$ cat config.mk
export PLATFORM = sky130hd
export DESIGN_NAME = field_timing_gen
export DESIGN_NICKNAME = d
export VERILOG_FILES = /design/src/rtl/vtg_pkg.sv /design/src/rtl/vtg_hscale.sv /design/src/rtl/vtg_ctrl.sv /design/src/rtl/vtg_dpath.sv /design/src/rtl/field_timing_gen.sv
export SDC_FILE = /design/constraint.sdc
export NUM_CORES = 1
export LEC_CHECK = 0
export ABC_CLOCK_PERIOD_IN_PS = 13700
export BUFFER_PORTS_ARGS = -buffer_cell sky130_fd_sc_hd__buf_2
export CAP_MARGIN = 40
export CORE_MARGIN = 4
export CORE_UTILIZATION = 35
export CTS_CLUSTER_DIAMETER = 50
export DETAILED_ROUTE_END_ITERATION = 12
export MAX_ROUTING_LAYER = met4
export PLACE_DENSITY = 0.52
export SLEW_MARGIN = 20
export SYNTH_ARGS = -nofsm -noshare
export SYNTH_HDL_FRONTEND = slang
export SYNTH_HIERARCHICAL = 1
export SYNTH_SLANG_ARGS = --single-unit
$ cat constraint.sdc
create_clock -name clk -period 13.7 [get_ports clk]
set_input_delay 4.11 -clock clk [delete_from_list [all_inputs] [get_ports clk]]
set_output_delay 4.11 -clock clk [all_outputs]
set_load 0.02 [all_outputs]
$ cat src/rtl/vtg_pkg.sv
package vtg_pkg;

  typedef enum logic [1:0] {
    FLD_LODD  = 2'd0,
    FLD_LEVEN = 2'd1,
    FLD_RODD  = 2'd2,
    FLD_REVEN = 2'd3
  } fieldKind_e;

  // strobes from sequencing control to the output datapath
  typedef struct packed {
    logic       run;
    logic       halfShift;
    fieldKind_e field;
  } tgStrobe_t;

  function automatic fieldKind_e nextField(fieldKind_e cur, logic intl, logic stereo);
    fieldKind_e nxt;
    case (cur)
      FLD_LODD:  nxt = intl ? FLD_LEVEN : (stereo ? FLD_RODD : FLD_LODD);
      FLD_LEVEN: nxt = stereo ? FLD_RODD : FLD_LODD;
      FLD_RODD:  nxt = intl ? FLD_REVEN : FLD_LODD;
      default:   nxt = FLD_LODD;
    endcase
    return nxt;
  endfunction

endpackage

$ cat src/rtl/vtg_hscale.sv
module vtg_hscale #(
  parameter int W   = 12,
  parameter int PPC = 1
) (
  input  logic [W-1:0] valIn,
  output logic [W-1:0] valOut
);
  localparam int SHIFT = $clog2(PPC);

  generate
    if (PPC == 1) begin : g_pass
      assign valOut = valIn;
    end else begin : g_div
      assign valOut = valIn >> SHIFT;
    end
  endgenerate
endmodule

$ cat src/rtl/vtg_ctrl.sv
module vtg_ctrl
  import vtg_pkg::*;
#(
  parameter int CNT_W = 12,
  parameter int POS_W = CNT_W + 2
) (
  input  logic               clk,
  input  logic               rst_n,
  input  logic               cfgEnable,
  input  logic               cfgSoftReset,
  input  logic               cfgInterlace,
  input  logic               cfgStereo,
  input  logic [POS_W-1:0]   hTot,
  input  logic [CNT_W-1:0]   vActive,
  input  logic [4*CNT_W-1:0] vSyncAll,
  input  logic [4*CNT_W-1:0] vBackAll,
  input  logic [4*CNT_W-1:0] vFrontAll,
  input  logic [3:0]         vHalfAll,
  output tgStrobe_t          stb,
  output logic [POS_W-1:0]   xPos,
  output logic [POS_W-1:0]   yPos,
  output logic [CNT_W-1:0]   vSyncCur,
  output logic [CNT_W-1:0]   vBackCur
);
  fieldKind_e field;
  logic run;
  logic lineWrap, fieldWrap;
  logic [CNT_W-1:0] vFrontCur;
  logic [POS_W-1:0] vTot;
  logic [POS_W:0] xNext, yNext;

  assign run       = cfgEnable & ~cfgSoftReset;
  assign vSyncCur  = vSyncAll[int'(field)*CNT_W +: CNT_W];
  assign vBackCur  = vBackAll[int'(field)*CNT_W +: CNT_W];
  assign vFrontCur = vFrontAll[int'(field)*CNT_W +: CNT_W];
  assign vTot      = POS_W'(vSyncCur) + POS_W'(vBackCur) + POS_W'(vActive) + POS_W'(vFrontCur);

  assign xNext     = {1'b0, xPos} + {{POS_W{1'b0}}, 1'b1};
  assign yNext     = {1'b0, yPos} + {{POS_W{1'b0}}, 1'b1};
  assign lineWrap  = xNext >= {1'b0, hTot};
  assign fieldWrap = lineWrap && (yNext >= {1'b0, vTot});

  always_ff @(posedge clk or negedge rst_n) begin
    if (!rst_n) begin
      xPos  <= '0;
      yPos  <= '0;
      field <= FLD_LODD;
    end else if (!run) begin
      xPos  <= '0;
      yPos  <= '0;
      field <= FLD_LODD;
    end else if (lineWrap) begin
      xPos <= '0;
      if (fieldWrap) begin
        yPos  <= '0;
        field <= nextField(field, cfgInterlace, cfgStereo);
      end else begin
        yPos <= yNext[POS_W-1:0];
      end
    end else begin
      xPos <= xNext[POS_W-1:0];
    end
  end

  always_comb begin
    stb.run       = run;
    stb.halfShift = vHalfAll[int'(field)];
    stb.field     = field;
  end

  AST_X_STEP: assert property (@(posedge clk) disable iff (!rst_n)
    (run && $past(run) && xPos != '0) |-> xPos == $past(xPos) + POS_W'(1));

  AST_FIELD_AT_WRAP: assert property (@(posedge clk) disable iff (!rst_n)
    (run && $past(run) && field != $past(field)) |-> $past(fieldWrap));

  AST_IDLE_RESTART: assert property (@(posedge clk) disable iff (!rst_n)
    $past(!run) |-> (xPos == '0 && yPos == '0 && field == FLD_LODD));
endmodule

$ cat src/rtl/vtg_dpath.sv
module vtg_dpath
  import vtg_pkg::*;
#(
  parameter int CNT_W = 12,
  parameter int POS_W = CNT_W + 2
) (
  input  logic             clk,
  input  logic             rst_n,
  input  tgStrobe_t        stb,
  input  logic [POS_W-1:0] xPos,
  input  logic [POS_W-1:0] yPos,
  input  logic [CNT_W-1:0] hSyncS,
  input  logic [CNT_W-1:0] hBackS,
  input  logic [CNT_W-1:0] hActS,
  input  logic [POS_W-1:0] hHalf,
  input  logic [CNT_W-1:0] vSyncCur,
  input  logic [CNT_W-1:0] vBackCur,
  input  logic [CNT_W-1:0] vActive,
  input  logic             hsInv,
  input  logic             vsInv,
  input  logic             deInv,
  input  logic             clkInv,
  output logic             hsyncOut,
  output logic             vsyncOut,
  output logic             deOut,
  output logic             pclkInvOut,
  output logic [POS_W-1:0] xOut,
  output logic [POS_W-1:0] yOut,
  output logic [1:0]       fieldOut
);
  logic [POS_W-1:0] deStartX, deEndX, deStartY, deEndY, vsW;
  logic hsNow, vsNow, deNow;
  logic hsAct, vsAct, deAct;
  logic hsInvQ, vsInvQ, deInvQ;

  assign vsW      = POS_W'(vSyncCur);
  assign deStartX = POS_W'(hSyncS) + POS_W'(hBackS);
  assign deEndX   = deStartX + POS_W'(hActS);
  assign deStartY = vsW + POS_W'(vBackCur);
  assign deEndY   = deStartY + POS_W'(vActive);

  always_comb begin
    hsNow = xPos < POS_W'(hSyncS);
    deNow = (xPos >= deStartX) && (xPos < deEndX) &&
            (yPos >= deStartY) && (yPos < deEndY);
    if (vsW == '0) begin
      vsNow = 1'b0;
    end else if (stb.halfShift) begin
      vsNow = (yPos == '0 && xPos >= hHalf) ||
              (yPos != '0 && yPos < vsW) ||
              (yPos == vsW && xPos < hHalf);
    end else begin
      vsNow = yPos < vsW;
    end
  end

  always_ff @(posedge clk or negedge rst_n) begin
    if (!rst_n) begin
      hsAct <= 1'b0; vsAct <= 1'b0; deAct <= 1'b0;
      hsInvQ <= 1'b0; vsInvQ <= 1'b0; deInvQ <= 1'b0; pclkInvOut <= 1'b0;
      xOut <= '0; yOut <= '0; fieldOut <= '0;
    end else begin
      hsInvQ     <= hsInv;
      vsInvQ     <= vsInv;
      deInvQ     <= deInv;
      pclkInvOut <= clkInv;
      if (stb.run) begin
        hsAct    <= hsNow;
        vsAct    <= vsNow;
        deAct    <= deNow;
        xOut     <= xPos;
        yOut     <= yPos;
        fieldOut <= stb.field;
      end else begin
        hsAct <= 1'b0; vsAct <= 1'b0; deAct <= 1'b0;
        xOut <= '0; yOut <= '0; fieldOut <= '0;
      end
    end
  end

  assign hsyncOut = hsAct ^ hsInvQ;
  assign vsyncOut = vsAct ^ vsInvQ;
  assign deOut    = deAct ^ deInvQ;

  AST_DE_HS_EXCL: assert property (@(posedge clk) disable iff (!rst_n)
    deAct |-> !hsAct);

  AST_IDLE_OUT: assert property (@(posedge clk) disable iff (!rst_n)
    $past(!stb.run) |-> (!hsAct && !vsAct && !deAct));

  AST_HS_LINE_START: assert property (@(posedge clk) disable iff (!rst_n)
    (stb.run && xPos == '0 && hSyncS != '0) |=> hsAct);
endmodule

$ cat src/rtl/field_timing_gen.sv
module field_timing_gen
  import vtg_pkg::*;
#(
  parameter int CNT_W = 12,
  parameter int PPC   = 1,
  localparam int POS_W = CNT_W + 2
) (
  input  logic               clk,
  input  logic               rst_n,
  input  logic               cfgEnable,
  input  logic               cfgSoftReset,
  input  logic               cfgInterlace,
  input  logic               cfgStereo,
  input  logic               cfgHsInv,
  input  logic               cfgVsInv,
  input  logic               cfgDeInv,
  input  logic               cfgClkInv,
  input  logic [CNT_W-1:0]   cfgHSync,
  input  logic [CNT_W-1:0]   cfgHBack,
  input  logic [CNT_W-1:0]   cfgHActive,
  input  logic [CNT_W-1:0]   cfgHFront,
  input  logic [CNT_W-1:0]   cfgVActive,
  input  logic [4*CNT_W-1:0] cfgVSync,
  input  logic [4*CNT_W-1:0] cfgVBack,
  input  logic [4*CNT_W-1:0] cfgVFront,
  input  logic [3:0]         cfgVHalf,
  output logic               hsyncOut,
  output logic               vsyncOut,
  output logic               deOut,
  output logic               pclkInvOut,
  output logic [POS_W-1:0]   xOut,
  output logic [POS_W-1:0]   yOut,
  output logic [1:0]         fieldOut
);
  localparam int NUM_H = 4;

  logic [CNT_W-1:0] hRaw    [NUM_H];
  logic [CNT_W-1:0] hScaled [NUM_H];
  logic [POS_W-1:0] hTot, hHalf;
  logic [POS_W-1:0] xPos, yPos;
  logic [CNT_W-1:0] vSyncCur, vBackCur;
  tgStrobe_t stb;

  assign hRaw[0] = cfgHSync;
  assign hRaw[1] = cfgHBack;
  assign hRaw[2] = cfgHActive;
  assign hRaw[3] = cfgHFront;

  generate
    for (genvar i = 0; i < NUM_H; i++) begin : g_hs
      vtg_hscale #(.W(CNT_W), .PPC(PPC)) scale_i (
        .valIn (hRaw[i]),
        .valOut(hScaled[i])
      );
    end
  endgenerate

  assign hTot  = POS_W'(hScaled[0]) + POS_W'(hScaled[1]) + POS_W'(hScaled[2]) + POS_W'(hScaled[3]);
  assign hHalf = hTot >> 1;

  vtg_ctrl #(.CNT_W(CNT_W), .POS_W(POS_W)) ctrl_i (
    .clk(clk), .rst_n(rst_n),
    .cfgEnable(cfgEnable), .cfgSoftReset(cfgSoftReset),
    .cfgInterlace(cfgInterlace), .cfgStereo(cfgStereo),
    .hTot(hTot), .vActive(cfgVActive),
    .vSyncAll(cfgVSync), .vBackAll(cfgVBack), .vFrontAll(cfgVFront), .vHalfAll(cfgVHalf),
    .stb(stb), .xPos(xPos), .yPos(yPos),
    .vSyncCur(vSyncCur), .vBackCur(vBackCur)
  );

  vtg_dpath #(.CNT_W(CNT_W), .POS_W(POS_W)) dpath_i (
    .clk(clk), .rst_n(rst_n), .stb(stb),
    .xPos(xPos), .yPos(yPos),
    .hSyncS(hScaled[0]), .hBackS(hScaled[1]), .hActS(hScaled[2]), .hHalf(hHalf),
    .vSyncCur(vSyncCur), .vBackCur(vBackCur), .vActive(cfgVActive),
    .hsInv(cfgHsInv), .vsInv(cfgVsInv), .deInv(cfgDeInv), .clkInv(cfgClkInv),
    .hsyncOut(hsyncOut), .vsyncOut(vsyncOut), .deOut(deOut), .pclkInvOut(pclkInvOut),
    .xOut(xOut), .yOut(yOut), .fieldOut(fieldOut)
  );
endmodule

==> Word-level counts from Yosys, hierarchy flattened <==
Cells that the tools add are included.
{ "classes": {"addsub": 8, "n_mux": 22, "multipliers": 1, "shift": 3, "reduce_logical": 14, "bitwise_logic": 5, "div": 0, "n_eq_ne": 5, "magnitude_cmp": 11} }
{ "op_table": {"columns": ["op", "count"], "rows": [
  ["$shiftx 48x32->12", 3],
  ["$mux 14", 7],
  ["$add 14x12->14", 4],
  ["$add 14x1->15 const B", 2],
  ["$ge 15x14->1", 2],
  ["$ge 14x14->1", 2],
  ["$logic_not 14->1", 2],
  ["$lt 14x12->1", 2],
  ["$lt 14x14->1", 2],
  ["$add 12x12->13", 2],
  ["$eq 14x12->1", 1],
  ["$ge 14x13->1", 1],
  ["$lt 14x13->1", 1],
  ["$mux 2", 7],
  ["$reduce_bool 14->1", 1],
  ["$logic_and 1x1->1", 7],
  ["$mux 1", 6],
  ["$pmux 2 s3", 1],
  ["$mul 2x2->4 const B", 1],
  ["$ne 2x2->1 const B", 2],
  ["$lt 2x3->1 const B", 1],
  ["$xor 1x1->1", 3],
  ["$bmux 1 s2", 1],
  ["$eq 2x1->1 const B", 1],
  ["6 further kinds", 7]
]} }
{ "totals": {"regBits": 67, "rom_bits": 0, "n_memories": 0, "ramBits": 0, "wordCells": 82, "latchBits": 0} }

==> Longest topological paths before layout <==
{ "logic_depth": {"ltp_word": 10, "ltp_mapped": 25} }

==> Modules after synthesis <==
The synthesis kept the hierarchy.
{ "modules_own_cells": {"columns": ["mod", "seq_area_each_um2", "n_inst", "area_each_um2", "cells_each"], "rows": [
  ["vtg_dpath", 925.9, 1, 5544.1, 645],
  ["vtg_ctrl", 750.7, 1, 4229.1, 438],
  ["field_timing_gen", 0.0, 1, 1338.8, 169],
  ["vtg_hscale", 0.0, 4, 90.1, 12]
]} }

==> Worst setup path before layout <==
No wires, ideal clock.
{ "synth_timing": {"path_kind": "input -> register", "startpoint": "input port cfgVSync[36]", "endpoint": "register dpath_i.deAct", "t_arrival_ns": 8.604, "slack_ns": 4.995, "path_buffers": 0, "path_stages": 22, "required_time_ns": 13.599, "path_cell_list": "mux4_2 ha_1 inv_1 fa_1 nor2b_4 o31a_1 o41ai_2 o22ai_1 or2_1 xor2_1 ha_1 and3_1 nor3b_1 o31a_1 o21bai_1 ha_1 a22oi_1 o2111ai_1 a31oi_1 nand3_1 a2111o_1 nor4_1"} }
{ "synth_via": {"elab_chain_len": 6} }
{ "synth_rtl": {"columns": ["item", "line", "source"], "rows": [
  ["start, declared", "field_timing_gen.sv:23", "input logic [4*CNT_W-1:0] cfgVSync,"],
  ["$shiftx 48x32->12 *", "vtg_ctrl.sv:33", "assign vSyncCur = vSyncAll[int'(field)*CNT_W +: CNT_W];"],
  ["$add 12x12->13 *", "vtg_dpath.sv:39", "assign deStartY = vsW + POS_W'(vBackCur);"],
  ["$add 14x12->14 / $ge 14x14->1 (equally long branches)", "vtg_dpath.sv:40, vtg_dpath.sv:45", null],
  ["$lt 14x14->1 / $logic_and 1x1->1 (equally long branches)", "vtg_dpath.sv:45, vtg_dpath.sv:44", null],
  ["$logic_and 1x1->1 *", "vtg_dpath.sv:45", "(yPos >= deStartY) && (yPos < deEndY);"],
  ["$mux 1 *", "vtg_dpath.sv:67", "if (stb.run) begin"],
  ["end signal, assigned", "vtg_dpath.sv:70", "deAct <= deNow;"],
  ["end, declared", "vtg_dpath.sv:33", "logic hsAct, vsAct, deAct;"]
]} }
Every way passes the cells marked *; elsewhere a longest branch is shown, timed or not.
A chain may end at the register's enable or synchronous reset.

==> Worst setup path in the final report <==
{ "layout_timing": {"startpoint": "input port cfgVSync[36]", "endpoint": "register dpath_i.deAct"} }
{ "layout_via": {"elab_chain_len": 6} }
{ "layout_rtl": {"columns": ["item", "line", "source"], "rows": [
  ["$shiftx 48x32->12 *", "vtg_ctrl.sv:33", null],
  ["named net vSyncCur[0]", "field_timing_gen.sv:41", "logic [CNT_W-1:0] vSyncCur, vBackCur;"],
  ["$add 12x12->13 *", "vtg_dpath.sv:39", null],
  ["$add 14x12->14 / $ge 14x14->1 (equally long branches)", "vtg_dpath.sv:40, vtg_dpath.sv:45", null],
  ["$lt 14x14->1 / $logic_and 1x1->1 (equally long branches)", "vtg_dpath.sv:45, vtg_dpath.sv:44", null],
  ["$logic_and 1x1->1 *", "vtg_dpath.sv:45", null],
  ["$mux 1 *", "vtg_dpath.sv:67", null]
]} }
Mark *: on every way through the listed nets, which the timed path passes. The rest lies on a longest branch.

==> key figures <==
Global routing
  • Initial antenna violation count: 0
  • Overflow left after global routing: 0
  • Total global-route track usage: 18.57%
  • First-pass GRT wire length: 52.22 mm
  • Vias in the first global route: 9782
  • Largest net degree at the start of global routing: 41

Synthesis
  • Seq/Total Area, Yosys: 14.61%
  • Area contributors post-synth: ha_1 (21%), dfrtp_1 (15%), fa_1 (9.1%), mux4_2 (7.3%), inv_1 (7.1%)
  • Yosys reg bits: 67
  • Post-Syn Area: 11470 sq um
  • Post-synth EDFFs: 0
  • Count leader, synth: inv_1
  • Post-Syn Instances: 1300
  • Syn. warnings: 6
  • Synth cell count leaders: inv_1 (216), ha_1 (194), nand2_1 (72), dfrtp_1 (67), a21oi_1 (61)
  • Synth Flop Type: dfrtp_1
  • Post-synth ARST share: 100.0%
  • Area share of the largest cell type after synthesis: 21.16%
  • Synth cell types: 78
  • Average size of a mapped cell: 8.825 sq um
  • Synth Net Count: 1764
  • Largest area contributor in the netlist: ha_1

Run
  • Max-cap viol count: 0

Place
  • Placed insts: 1932
  • Routability cong.: 0.8957
  • IO buf count: 251
  • Dpl hpwl: 28.72 mm
  • Placed instance area: 12890 sq um

Timing
  • Hold Vio Cnt, Final: 0
  • RSZ-0062 raised after global routing: no
  • Setup TNS: 0 ns
  • Clock skew: 0.007602 ns
  • Worst-margin pin slew: 0.7219 ns
  • Setup-failing EPs final: 0
  • Tcrit/Tclk final: 67.17%
  • Slew Limit Fails: 0
  • Slew HR: 51.88%
  • Achievable Freq: 0.1087 GHz
  • Clock period minus final worst setup slack: 9.202 ns

Critical path
  • CP required: 13.93 ns
  • Worst r2r path cells: 23
  • Critical Path AT: 9.43 ns
  • Critical Path Slowest Stage Cell: mux4_2
  • Cell family with most CP delay: compound AO/OA/AOI/OAI gates
  • Crit-path cells: buf_2, mux4_2, ha_1, inv_1, fa_1, nor2b_4, o31a_1, o41ai_2, o22ai_1, or2_1, xor2_1, ha_1, and3_1, nor3b_1, o31a_1, o21bai_1, ha_1, a22oi_1, o2111ai_1, a31oi_1, nand3_1, a2111o_1, nor4_1
  • Critical path peak fanout: 4
  • Critical Setup Path Class: in2reg
  • CP dominant cell by count: ha_1
  • Critical path depth: 23
  • Worst setup SP type: input pin
  • Buf/Inv on CP: 2
  • CP max stage delay: 0.57 ns
  • Crit path capture type: flop

Routing
  • Drt drc: 0
  • WL final: 32.83 mm
  • DR vias/cell: 5.011
  • Wire length per cell: 16.85 um
  • 1st-iter DRT viols: 563
  • 1st-pass router iterations: 5
  • Final ANT Viol Nets: 0
  • Vias: 9761

Power and ir drop
  • Leak: 7.132 nW
  • Flop pwr share: 13.3%
  • Switching pwr: 698.6 uW
  • Comb pwr share: 69.0%
  • Int Power: 832.2 uW
  • Clk pwr share: 17.7%
  • Power, Total: 1.531 mW
  • Sw Share: 45.64%
  • PwrDens: 115.6 nW/um^2
  • Max VDD drop: 0.06142 mV

Clock network
  • Root buffer cell: clkbuf_16
  • Hold Buf Count CTS: 0
  • Worst-Skew Late Latency: 0.33 ns
  • Post-CTS sizing: 0
  • Clock net sink count: 67
  • CTS tree: done
  • Postcts setup bufs: 0
  • H-Tree Depth: 3
  • Clk buf depth: 2
  • Inserted Clock Buffers: 9
  • Clock slew at reported path FFs: 0.06 ns

Die
  • Initial Util: 35.35%
  • Rows: 66
  • Die width: 189.0 um
  • I/O pin cnt: 252
  • Die Y: 189.0 um
  • Core area: 32450 sq um
  • Die area: 35740 sq um

Finish
  • Finished Cell Area: 13240 sq um
  • Final net count: 1965
  • Area occupied by multi-input gates: 8534 sq um
  • Ant diodes: 0
  • Post-layout util: 40.79%
  • Register area: 1678 sq um
  • Layout area overhead: 15.39%
  • Fill count: 3336
  • Finished Layout Cells: 1948
  • Layout cells sized above 1: 22.31%

Min path
  • Hold Path Depth: 1
  • Min-delay worst type: reg2reg

Run status
  • Run status: complete, no violations
-- routing by layer --
| layer | vias to the layer above | track usage [%] | share of wire, % |
|---|---|---|---|
| li1 | 4890 | - | - |
| met1 | 4628 | 26.09 | 48 |
| met2 | 213 | 29.39 | 47 |
| met3 | 30 | 1.954 | 3.6 |
| met4 | 0 | 3.672 | 1.5 |
| met5 | - | - | 0 |
-- kinds of logic after synthesis --
group                    Yosys count  share of synthesized area [%]
AND/OR/NAND/NOR                  340                          15.53
buffers and inverters            283                          10.99
adder cells (fa/ha/maj)          246                          30.23
AO/OA/AOI/OAI                    236                          14.43
XOR/XNOR                          88                          6.718
flip-flops                        67                          14.61
multiplexers                      39                          7.449
other                              1                        0.03269
-- worst reg2reg max path: stages (launching register included) --
cell and delay, ns:
dfrtp_2 0.34, buf_4 0.55, mux4_2 0.73, ha_1 0.30
inv_1 0.09, fa_1 0.24, nor2b_4 0.06, o31a_1 0.29
o41ai_2 0.32, o22ai_1 0.23, or2_1 0.29, xor2_1 0.15
ha_1 0.32, and3_1 0.17, nor3b_1 0.16, o31a_1 0.29
o21bai_1 0.17, ha_1 0.28, a22oi_1 0.14, o2111ai_1 0.13
a31oi_1 0.24, nand3_1 0.11, a2111o_1 0.35, nor4_1 0.28
-- area by class of cell --
type	count	area share (%)
well taps	442	4.178
multi-input cells	950	64.47
inverters	216	6.125
flip-flops and latches	67	12.67
repair buffers	257	9.915
clock inverters	7	0.9357
clock buffers	9	1.701
-- power groups by stage --
stage                     registers (mW)  clock network, mW  logic, mW
final                              0.203              0.272       1.06
after global routing               0.203              0.289       1.21
after CTS                          0.203              0.278       1.06
after detailed placement           0.207                  0       1.05
after global placement             0.207                  0       1.03
after floorplan                    0.207                  0      0.797
-- flip-flops by register name, indices dropped and copies added (netlist names) --
| signal | flops |
|---|---|
| ctrl_i/field | 2 |
| ctrl_i/xPos | 14 |
| ctrl_i/yPos | 14 |
| dpath_i/deAct | 1 |
| dpath_i/deInvQ | 1 |
| dpath_i/fieldOut | 2 |
| dpath_i/hsAct | 1 |
| dpath_i/hsInvQ | 1 |
| dpath_i/pclkInvOut | 1 |
| dpath_i/vsAct | 1 |
| dpath_i/vsInvQ | 1 |
| dpath_i/xOut | 14 |
| dpath_i/yOut | 14 |
-- path summary, 6_finish.rpt --
check / from / endpoint / slack [ns]
min in group asynchronous: rst_n / ctrl_i/field[0]$_DFFE_PN0P_ / 3.70
setup / recovery: cfgVSync[36] / dpath_i/deAct$_DFF_PN0_ / 4.50
hold reg to reg: ctrl_i/xPos[0]$_DFF_PN0_ / ctrl_i/xPos[0]$_DFF_PN0_ / 0.66
max in group asynchronous: rst_n / ctrl_i/yPos[10]$_DFFE_PN0P_ / 9.45
setup reg to reg: ctrl_i/field[0]$_DFFE_PN0P_ / dpath_i/deAct$_DFF_PN0_ / 7.34
hold / removal: ctrl_i/xPos[0]$_DFF_PN0_ / ctrl_i/xPos[0]$_DFF_PN0_ / 0.66
-- stage by stage --
stage / worst slack [ns] / hold WS [ns]
2_1_floorplan: 4.995 / 0.4916
3_3_place_gp: 4.198 / 0.6733
3_5_place_dp: 4.234 / 0.6583
4_1_cts: 4.558 / 0.6906
5_1_grt: 4.157 / 0.7225
6_report: 4.498 / 0.6645
-- cell usage in the layout, fill, tap and decap left out, types with 21 or more instances in the layout --
cell type / netlist / layout
ha_1: 194 / 194
buf_2: 6 / 250
mux4_2: 37 / 37
o21ai_0: 38 / 38
nand2_1: 72 / 72
nor2_1: 54 / 54
a21oi_1: 61 / 61
dfrtp_1: 67 / 66
and2_1: 47 / 47
xor2_1: 45 / 45
nand4_1: 21 / 21
inv_1: 216 / 216
nand3_1: 47 / 47
xnor2_1: 43 / 43
fa_1: 52 / 52
a21o_1: 29 / 29
No activity file was read; power rests on OpenSTA's default activity.
